`src/rtl/acs_pkg.sv`:
```
package acs_pkg;
  localparam int SAMPLE_W   = 16;
  localparam int PCODE_W    = 3;
  localparam int BASE_TICKS = 10;
  localparam int MAX_TICKS  = 800;

  typedef logic [SAMPLE_W-1:0] sample_t;

  // register groups, selected by address bits 6:4
  localparam logic [2:0] GRP_CTRL = 3'd0;
  localparam logic [2:0] GRP_LIST = 3'd1;
  localparam logic [2:0] GRP_HI   = 3'd2;
  localparam logic [2:0] GRP_LO   = 3'd3;
  localparam logic [2:0] GRP_HYST = 3'd4;

  localparam logic [3:0] OFS_CTRL    = 4'd0;
  localparam logic [3:0] OFS_HI_MASK = 4'd1;
  localparam logic [3:0] OFS_LO_MASK = 4'd2;
  localparam logic [3:0] OFS_HI_FLAG = 4'd3;
  localparam logic [3:0] OFS_LO_FLAG = 4'd4;

  // period in ticks: doubling from the base, last code is capped
  function automatic int unsigned period_ticks(input logic [PCODE_W-1:0] code);
    if (code == '1) return MAX_TICKS;
    return BASE_TICKS << code;
  endfunction

  // high detector rearm level: limit minus hysteresis, floored at zero
  function automatic sample_t hi_rearm(input sample_t lim, input sample_t hy);
    return (lim > hy) ? sample_t'(lim - hy) : '0;
  endfunction

  // low detector rearm level: limit plus hysteresis, capped at full scale
  function automatic sample_t lo_rearm(input sample_t lim, input sample_t hy);
    logic [SAMPLE_W:0] sum;
    sum = {1'b0, lim} + {1'b0, hy};
    return sum[SAMPLE_W] ? '1 : sum[SAMPLE_W-1:0];
  endfunction
endpackage

```
`src/rtl/acs_timer.sv`:
```
module acs_timer
  import acs_pkg::*;
(
  input  logic               clk,
  input  logic               rst_n,
  input  logic               auto_en,
  input  logic [PCODE_W-1:0] period_code,
  input  logic               tick,
  input  logic               ext_cnv,
  output logic               start_req
);
  localparam int CNT_W = $clog2(MAX_TICKS);

  logic [CNT_W-1:0] cnt;
  logic [CNT_W-1:0] last_cnt;
  logic             ext_q;
  logic             period_done;
  logic             ext_rise;

  assign last_cnt    = CNT_W'(period_ticks(period_code) - 1);
  assign period_done = tick && (cnt >= last_cnt);
  assign ext_rise    = ext_cnv && !ext_q;
  assign start_req   = auto_en ? period_done : ext_rise;

  always_ff @(posedge clk or negedge rst_n) begin
    if (!rst_n) begin
      cnt   <= '0;
      ext_q <= 1'b0;
    end else begin
      ext_q <= ext_cnv;
      if (!auto_en)         cnt <= '0;
      else if (period_done) cnt <= '0;
      else if (tick)        cnt <= cnt + 1'b1;
    end
  end

  // with auto off the tick counter stays idle
  p_cnt_idle_r3: assert property (@(posedge clk) disable iff (!rst_n)
    !auto_en |=> cnt == '0);

  // the counter never runs past the programmed period
  p_cnt_bound_r2: assert property (@(posedge clk) disable iff (!rst_n)
    auto_en && $stable(period_code) && $past(auto_en) |-> cnt <= last_cnt);
endmodule

```
`src/rtl/acs_list.sv`:
```
module acs_list
  import acs_pkg::*;
#(
  parameter int DEPTH = 16,
  parameter int CH_W  = 4,
  localparam int IDX_W = $clog2(DEPTH)
) (
  input  logic             clk,
  input  logic             rst_n,
  input  logic             ent_we,
  input  logic [IDX_W-1:0] ent_idx,
  input  logic [CH_W-1:0]  ent_ch,
  input  logic [IDX_W-1:0] last_idx,
  input  logic             start_req,
  input  logic             res_valid,
  output logic             conv_start,
  output logic [CH_W-1:0]  conv_ch,
  output logic             res_accept
);
  logic [CH_W-1:0]  entry [DEPTH];
  logic [IDX_W-1:0] ptr;
  logic             busy;
  logic             fire;
  logic             at_last;

  assign fire       = start_req && !busy;
  assign res_accept = res_valid && busy;
  assign at_last    = (ptr >= last_idx);

  always_ff @(posedge clk or negedge rst_n) begin
    if (!rst_n) begin
      for (int i = 0; i < DEPTH; i++) entry[i] <= CH_W'(i);
    end else if (ent_we) begin
      entry[ent_idx] <= ent_ch;
    end
  end

  always_ff @(posedge clk or negedge rst_n) begin
    if (!rst_n) begin
      ptr        <= '0;
      busy       <= 1'b0;
      conv_start <= 1'b0;
      conv_ch    <= '0;
    end else begin
      conv_start <= fire;
      if (fire) begin
        conv_ch <= entry[ptr];
        ptr     <= at_last ? '0 : ptr + 1'b1;
        busy    <= 1'b1;
      end else if (res_accept) begin
        busy <= 1'b0;
      end
    end
  end

  // the convert strobe is a single-cycle pulse
  p_pulse_r2: assert property (@(posedge clk) disable iff (!rst_n)
    conv_start |=> !conv_start);

  // the pointer wraps after the last programmed entry
  p_wrap_r4: assert property (@(posedge clk) disable iff (!rst_n)
    fire && at_last |=> ptr == '0);

  // while a result is outstanding nothing advances the pointer
  p_hold_busy_r5: assert property (@(posedge clk) disable iff (!rst_n)
    busy && !res_valid |=> busy && $stable(ptr) && !conv_start);
endmodule

```
`src/rtl/acs_alert.sv`:
```
module acs_alert
  import acs_pkg::*;
#(
  parameter int NUM_CH = 16,
  localparam int CH_W = $clog2(NUM_CH)
) (
  input  logic              clk,
  input  logic              rst_n,
  input  logic              hi_we,
  input  logic              lo_we,
  input  logic              hy_we,
  input  logic [CH_W-1:0]   cfg_ch,
  input  sample_t           cfg_data,
  input  logic [NUM_CH-1:0] hi_clr,
  input  logic [NUM_CH-1:0] lo_clr,
  input  logic              res_accept,
  input  logic [CH_W-1:0]   res_ch,
  input  sample_t           res_data,
  output logic [NUM_CH-1:0] hi_flags,
  output logic [NUM_CH-1:0] lo_flags
);
  sample_t           hi_lim [NUM_CH];
  sample_t           lo_lim [NUM_CH];
  sample_t           hy_val [NUM_CH];
  logic [NUM_CH-1:0] hi_armed;
  logic [NUM_CH-1:0] lo_armed;

  sample_t           sel_hi, sel_lo, sel_hy;
  logic [NUM_CH-1:0] ch_onehot;
  logic              hi_trip, lo_trip, hi_back, lo_back;
  logic [NUM_CH-1:0] hi_set, lo_set;

  assign sel_hi    = hi_lim[res_ch];
  assign sel_lo    = lo_lim[res_ch];
  assign sel_hy    = hy_val[res_ch];
  assign ch_onehot = NUM_CH'(1) << res_ch;

  assign hi_trip = res_accept &&  hi_armed[res_ch] && (res_data > sel_hi);
  assign lo_trip = res_accept &&  lo_armed[res_ch] && (res_data < sel_lo);
  assign hi_back = res_accept && !hi_armed[res_ch] && (res_data < hi_rearm(sel_hi, sel_hy));
  assign lo_back = res_accept && !lo_armed[res_ch] && (res_data > lo_rearm(sel_lo, sel_hy));
  assign hi_set  = hi_trip ? ch_onehot : '0;
  assign lo_set  = lo_trip ? ch_onehot : '0;

  always_ff @(posedge clk or negedge rst_n) begin
    if (!rst_n) begin
      for (int c = 0; c < NUM_CH; c++) begin
        hi_lim[c] <= '1;
        lo_lim[c] <= '0;
        hy_val[c] <= '0;
      end
    end else begin
      if (hi_we) hi_lim[cfg_ch] <= cfg_data;
      if (lo_we) lo_lim[cfg_ch] <= cfg_data;
      if (hy_we) hy_val[cfg_ch] <= cfg_data;
    end
  end

  always_ff @(posedge clk or negedge rst_n) begin
    if (!rst_n) begin
      hi_armed <= '1;
      lo_armed <= '1;
      hi_flags <= '0;
      lo_flags <= '0;
    end else begin
      hi_flags <= (hi_flags & ~hi_clr) | hi_set;
      lo_flags <= (lo_flags & ~lo_clr) | lo_set;
      if (hi_trip)      hi_armed[res_ch] <= 1'b0;
      else if (hi_back) hi_armed[res_ch] <= 1'b1;
      if (lo_trip)      lo_armed[res_ch] <= 1'b0;
      else if (lo_back) lo_armed[res_ch] <= 1'b1;
    end
  end

  // an armed channel above its high limit ends with its flag set
  p_hi_set_r6: assert property (@(posedge clk) disable iff (!rst_n)
    res_accept && hi_armed[res_ch] && (res_data > sel_hi)
      |=> (hi_flags & $past(ch_onehot)) != '0);

  // an armed channel below its low limit ends with its flag set
  p_lo_set_r7: assert property (@(posedge clk) disable iff (!rst_n)
    res_accept && lo_armed[res_ch] && (res_data < sel_lo)
      |=> (lo_flags & $past(ch_onehot)) != '0);

  // cleared bits are gone unless a new event sets them again
  p_clear_r8: assert property (@(posedge clk) disable iff (!rst_n)
    (hi_clr != '0) && !res_accept |=> (hi_flags & $past(hi_clr)) == '0);

  // with no accepted result the flags only ever lose bits
  p_no_stray_r10: assert property (@(posedge clk) disable iff (!rst_n)
    !res_accept |=> (hi_flags & ~$past(hi_flags)) == '0 && (lo_flags & ~$past(lo_flags)) == '0);
endmodule

```
`src/rtl/acs_sequencer.sv`:
```
module acs_sequencer
  import acs_pkg::*;
#(
  parameter int NUM_CH     = 16,
  parameter int LIST_DEPTH = 16,
  parameter int ADDR_W     = 7,
  localparam int CH_W  = $clog2(NUM_CH),
  localparam int IDX_W = $clog2(LIST_DEPTH)
) (
  input  logic                clk,
  input  logic                rst_n,
  input  logic                tick_1us,
  input  logic                ext_cnv,
  input  logic                wr_en,
  input  logic [ADDR_W-1:0]   wr_addr,
  input  logic [SAMPLE_W-1:0] wr_data,
  input  logic [ADDR_W-1:0]   rd_addr,
  output logic [SAMPLE_W-1:0] rd_data,
  output logic                conv_start,
  output logic [CH_W-1:0]     conv_ch,
  input  logic                res_valid,
  input  logic [SAMPLE_W-1:0] res_data,
  output logic                irq
);
  logic               auto_en;
  logic [PCODE_W-1:0] period_code;
  logic [IDX_W-1:0]   last_idx;
  logic [NUM_CH-1:0]  hi_mask, lo_mask;
  logic [NUM_CH-1:0]  hi_flags, lo_flags;
  logic [NUM_CH-1:0]  hi_clr, lo_clr;
  logic               start_req;
  logic               res_accept;

  logic [2:0] w_grp;
  logic [3:0] w_ofs;
  logic       ctrl_hit;

  assign w_grp    = wr_addr[ADDR_W-1:4];
  assign w_ofs    = wr_addr[3:0];
  assign ctrl_hit = wr_en && (w_grp == GRP_CTRL);
  assign hi_clr   = (ctrl_hit && w_ofs == OFS_HI_FLAG) ? wr_data[NUM_CH-1:0] : '0;
  assign lo_clr   = (ctrl_hit && w_ofs == OFS_LO_FLAG) ? wr_data[NUM_CH-1:0] : '0;

  always_ff @(posedge clk or negedge rst_n) begin
    if (!rst_n) begin
      auto_en     <= 1'b0;
      period_code <= '0;
      last_idx    <= '0;
      hi_mask     <= '0;
      lo_mask     <= '0;
    end else if (ctrl_hit) begin
      case (w_ofs)
        OFS_CTRL: begin
          auto_en     <= wr_data[0];
          period_code <= wr_data[PCODE_W:1];
          last_idx    <= wr_data[4 +: IDX_W];
        end
        OFS_HI_MASK: hi_mask <= wr_data[NUM_CH-1:0];
        OFS_LO_MASK: lo_mask <= wr_data[NUM_CH-1:0];
        default: ;
      endcase
    end
  end

  acs_timer u_timer (
    .clk         (clk),
    .rst_n       (rst_n),
    .auto_en     (auto_en),
    .period_code (period_code),
    .tick        (tick_1us),
    .ext_cnv     (ext_cnv),
    .start_req   (start_req)
  );

  acs_list #(.DEPTH(LIST_DEPTH), .CH_W(CH_W)) u_list (
    .clk        (clk),
    .rst_n      (rst_n),
    .ent_we     (wr_en && (w_grp == GRP_LIST)),
    .ent_idx    (wr_addr[IDX_W-1:0]),
    .ent_ch     (wr_data[CH_W-1:0]),
    .last_idx   (last_idx),
    .start_req  (start_req),
    .res_valid  (res_valid),
    .conv_start (conv_start),
    .conv_ch    (conv_ch),
    .res_accept (res_accept)
  );

  acs_alert #(.NUM_CH(NUM_CH)) u_alert (
    .clk        (clk),
    .rst_n      (rst_n),
    .hi_we      (wr_en && (w_grp == GRP_HI)),
    .lo_we      (wr_en && (w_grp == GRP_LO)),
    .hy_we      (wr_en && (w_grp == GRP_HYST)),
    .cfg_ch     (wr_addr[CH_W-1:0]),
    .cfg_data   (wr_data),
    .hi_clr     (hi_clr),
    .lo_clr     (lo_clr),
    .res_accept (res_accept),
    .res_ch     (conv_ch),
    .res_data   (res_data),
    .hi_flags   (hi_flags),
    .lo_flags   (lo_flags)
  );

  assign irq = |((hi_flags & hi_mask) | (lo_flags & lo_mask));

  always_comb begin
    rd_data = '0;
    if (rd_addr[ADDR_W-1:4] == GRP_CTRL) begin
      case (rd_addr[3:0])
        OFS_CTRL:    rd_data = SAMPLE_W'({last_idx, period_code, auto_en});
        OFS_HI_MASK: rd_data = SAMPLE_W'(hi_mask);
        OFS_LO_MASK: rd_data = SAMPLE_W'(lo_mask);
        OFS_HI_FLAG: rd_data = SAMPLE_W'(hi_flags);
        OFS_LO_FLAG: rd_data = SAMPLE_W'(lo_flags);
        default:     rd_data = '0;
      endcase
    end
  end

  // the interrupt can only rise after a result or a mask write
  p_irq_cause_r9: assert property (@(posedge clk) disable iff (!rst_n)
    $rose(irq) |-> $past(res_accept) || $past(ctrl_hit));

  // no convert strobe in the first cycle out of reset
  p_quiet_r1: assert property (@(posedge clk) disable iff (!rst_n)
    $rose(rst_n) |-> !conv_start);
endmodule

```
`config.mk`:
```
export PLATFORM = sky130hd
export DESIGN_NAME = acs_sequencer
export DESIGN_NICKNAME = d
export VERILOG_FILES = /design/src/rtl/acs_pkg.sv /design/src/rtl/acs_timer.sv /design/src/rtl/acs_list.sv /design/src/rtl/acs_alert.sv /design/src/rtl/acs_sequencer.sv
export SDC_FILE = /design/constraint.sdc
export NUM_CORES = 2
export LEC_CHECK = 0
export ABC_AREA = 1
export BUFFER_PORTS_ARGS = -buffer_cell sky130_fd_sc_hd__buf_2
export CAP_MARGIN = 15
export CORE_MARGIN = 2
export CORE_UTILIZATION = 63
export DETAILED_ROUTE_END_ITERATION = 12
export GPL_TIMING_DRIVEN = 1
export PLACE_DENSITY = 0.84
export SYNTH_ARGS = -nofsm -noshare
export SYNTH_HDL_FRONTEND = slang
export SYNTH_SLANG_ARGS = --single-unit
```
`constraint.sdc`:
```
create_clock -name clk -period 6.2 [get_ports clk]
set_clock_uncertainty 0.2 [all_clocks]
set_input_delay 0.93 -clock clk [delete_from_list [all_inputs] [get_ports clk]]
set_output_delay 0.93 -clock clk [all_outputs]
set_load 0.03 [all_outputs]
```
==> out/qor_table.md <==
| Parameter | Reported | Unit |
| --- | --- | --- |
| Result of the run | complete, no violations | - |
| Startpoint of the worst setup timing path | u_list.conv_ch[2] | - |
| Category of the most critical setup path | register to register | - |
| Max frequency | 171 | MHz |
| Post-route core utilization | 70.0 | % |
| Residual DRC count | 0 | - |
| Number of input and output port buffers inserted | 73 | - |
| Worst path slowest cell | dfrtp_1 | - |
| Post-synthesis cell area | 0.0450 | sq mm |
| Number of warnings reported in the yosys synthesis log | 0 | - |
| Dominant combinational cell family by area after synthesis | compound AO/OA/AOI/OAI gates | - |
| Number of levels the H-tree was split into | 3 | - |
| Critical Path Sink Type | register | - |
| Largest stage delay, worst path | 0.59 | ns |
| Buffers plus inverters on the worst setup path | 6 | - |
| Sum of net half-perimeters after detailed placement | 79,200 | microns |
| Clock sink count | 957 | - |
| Total Routing Usage GR | 36.2 | % |
| Share of power burned in registers | 41.5 | % |
| CTS Hold Buffers Added | 0 | - |
| Share of cell area taken by muxes after synthesis | 0 | % |
| Cell count after synthesis | 5,179 | - |
| Internal power component | 11.8 | mW |
| Clock tree from TritonCTS | yes | - |
| Combinational Power Share | 25.1 | % |
| Primary FF master, synth | dfrtp_1 | - |
| Most frequent cell on the critical path | nand2_1 | - |
| Clock Power Share | 33.3 | % |
| Clock latency reported for the late side of the worst-skew pair | 0.69 | ns |
| Transition at the pin with the smallest max-transition slack | 1.22 | ns |
| Data required, critical path | 6.58 | ns |
| Die boundary width | 271 | microns |
| Wire length of the first global-routing pass | 210,000 | microns |
| Time the final worst path needs with I/O delays and setup | 5.84 | ns |
| Cell at the root of the clock tree | clkbuf_16 | - |
| Final TNS setup | 0 | ns |
| Startpoint type of the worst setup path | register | - |
| Floorplan die height | 271 | microns |
| Fin crit share | 94.3 | % |
| Net count, final | 5,201 | - |
| Final setup vio count | 0 | - |
| Vias in the first global route | 37,400 | - |
| Number of instances in the placed design | 5,863 | - |
| Placeable core region | 0.0704 | sq mm |
| Cell family contributing the most delay on the critical path | simple AND/OR/NAND/NOR gates | - |
| Clock Tree Buf Depth | 3 | - |
| Compound-Gate Fraction of Synth Area | 20.5 | % |
| RSZ-0062 raised after global routing | no | - |
| Clock slew at reported path FFs | 0.06 | ns |
| Final number of max-transition violations | 0 | - |
| Placed inst area | 0.0457 | sq mm |
| Share of async-settable or async-resettable flops after synthesis | 100 | % |
| Worst min-delay path category | input port to async pin | - |
| Number of enable flip-flop cells after synthesis | 0 | - |
| Area growth from synthesis to layout | 9.57 | % |
| Leakage | 22.0 | nW |
| Netlist cell types | 54 | - |
| Worst Path Arrival | 6.23 | ns |
| Number of vias in the routed layout | 39,000 | - |
| WL/cell | 22.1 | microns |
| Syn Nets | 5,343 | - |
| Antenna Violating Nets Remaining | 0 | - |
| Simple-gate share of the synthesized area | 16.5 | % |
| Ratio of cells with drive above 1 in the final layout | 13.0 | % |
| Total of max-cap violations | 0 | - |
| I/O pin count | 74 | - |
| #FFs+latches synth | 957 | - |
| GPL Wtd Cong | 0.961 | - |
| Critical path peak fanout | 33 | - |
| Final non-filler cell area | 0.0493 | sq mm |
| Number of buffers created by CTS | 97 | - |
| Seq/Total Area, Yosys | 54.1 | % |
| Switching power share of the total | 33.5 | % |
| Xor and xnor fraction of the mapped netlist area | 0.467 | % |
| Placement row count | 97 | - |
| Reg2Reg Launch Point | u_list.conv_ch[2] | - |
| Synth Area per Inst | 8.68 | sq um |
| Initial Utilization | 63.9 | % |
| Total power per unit cell area | 361 | mW/mm^2 |
| Antenna violations before repair | 3 | - |
| Average via count per standard cell | 6.43 | - |
| Maximum number of pins on one net before global-route repair | 182 | - |
| First-pass detailed-route iteration total | 8 | - |
| First DRT Iteration DRCs | 5,612 | - |
| Largest voltage drop on the vdd net | 0.253 | mV |
| Final hold violation count | 0 | - |
| Net switching component of the power | 5.96 | mW |
| Die area | 0.0735 | sq mm |
| Adder-cell area share of the yosys netlist | 3.15 | % |
| GRT Residual Overflow | 0 | - |
| Number of standard cells in the layout, taps in and fillers out | 6,056 | - |
| Total detailed-routing wirelength | 134,000 | microns |
| Headroom to the max-slew limit | 18.5 | % |
-- cell usage in the layout, fill, tap and decap left out, drive strengths merged, types with 3 or more instances in the layout --
cell         n
dfstp      320
xnor2        4
a22o         6
xor2        20
diode        3
a32o         5
o21ai     1032
buf        143
o22ai       35
a211oi       4
ha         110
a21oi       96
nand3       77
nor4         4
o21bai       3
a22oi      376
a221oi      16
nand4       63
dfrtp      637
nand2     1540
clkbuf     139
a31oi        7
bufinv       6
and3         4
o211ai       5
clkinv      25
nor3         8
a21boi       5
or2         11
clkinvlp     5
a311oi       3
inv        230
nor2       158
-- area by class of cell --
cell class | instances | area [sq um]
fill | 5206 | 21100
clock inverter | 37 | 407
sequential | 957 | 24400
clock buffer | 138 | 2820
antenna | 3 | 7.51
inverter | 229 | 870
tap | 940 | 1180
multi-input combinational | 3608 | 18300
timing repair buffer | 144 | 1380
-- metrics by stage --
step           power (mW)  hold slack (ns)  worst slack (ns)
6_report             17.8           0.0593             0.355
3_3_place_gp         11.6            0.261             0.624
3_5_place_dp         11.7            0.268             0.451
4_1_cts              17.6           0.0981             0.402
2_1_floorplan        10.3            0.248              1.20
5_1_grt              18.6            0.113            0.0404
-- path summary, 6_finish.rpt --
kind	endpoint	slack, ns	cells past startpoint
max	register	0.36	28
min	u_alert.hy_val[182]	0.06	1
max reg2reg	register	0.36	28
min reg2reg	register	0.28	2
max in group asynchronous	u_alert.hi_lim[174]	4.33	2
min in group clk	u_timer.ext_q	0.17	1
-- sequential cells by signal (all words and copies together), names as in the netlist, named ones only --
register / flops
hi_mask: 16
u_list.conv_start: 1
u_alert.hy_val: 256
u_list.busy: 1
u_list.entry: 64
u_alert.lo_lim: 256
period_code: 3
u_timer.ext_q: 1
u_timer.cnt: 10
u_list.ptr: 4
u_alert.hi_flags: 16
lo_mask: 16
u_list.conv_ch: 4
u_alert.hi_lim: 256
auto_en: 1
last_idx: 4
u_alert.lo_flags: 16
-- Yosys cell counts (all sizes together), types with 35 or more instances --
master	instances	area [sq um]
nand2	1540	5790
o21ai	1032	5160
dfrtp	637	15900
a22oi	376	2820
clkbuf	353	1330
dfstp	320	8410
inv	228	861
nor2	158	623
ha	110	1380
a21oi	96	480
nand3	77	390
nand4	63	394
o22ai	35	219
-- routing by layer --
metal	vias up	global-route usage [%]	share of wire (%)
li1	17300	-	-
met1	18900	48.4	39
met2	2354	55.8	45
met3	432	8.16	11
met4	6	18.5	5.0
met5	-	0	0.032
-- cell families after synthesis --
logic type	after synthesis
XOR/XNOR	24
flip-flops	957
buffers and inverters	614
AO/OA/AOI/OAI	1602
AND/OR/NAND/NOR	1870
adder cells (fa/ha/maj)	112
-- power by group through the flow --
stage                     Clock [mW]  Sequential, mW  Combinational [mW]
after global routing            6.22            7.43                4.92
after global placement             0            7.42                4.19
after CTS                       5.94            7.35                4.33
after floorplan                    0            7.31                2.95
after detailed placement           0            7.45                4.29
final                           5.92            7.38                4.47
-- timing repair --
| item | CTS | global route |
|---|---|---|
| setup endpoints to repair | 0 | 22 |
| gates resized for setup | 0 | 4 |
| setup buffers | 0 | 2 |
(Power assumes the default switching activity.)
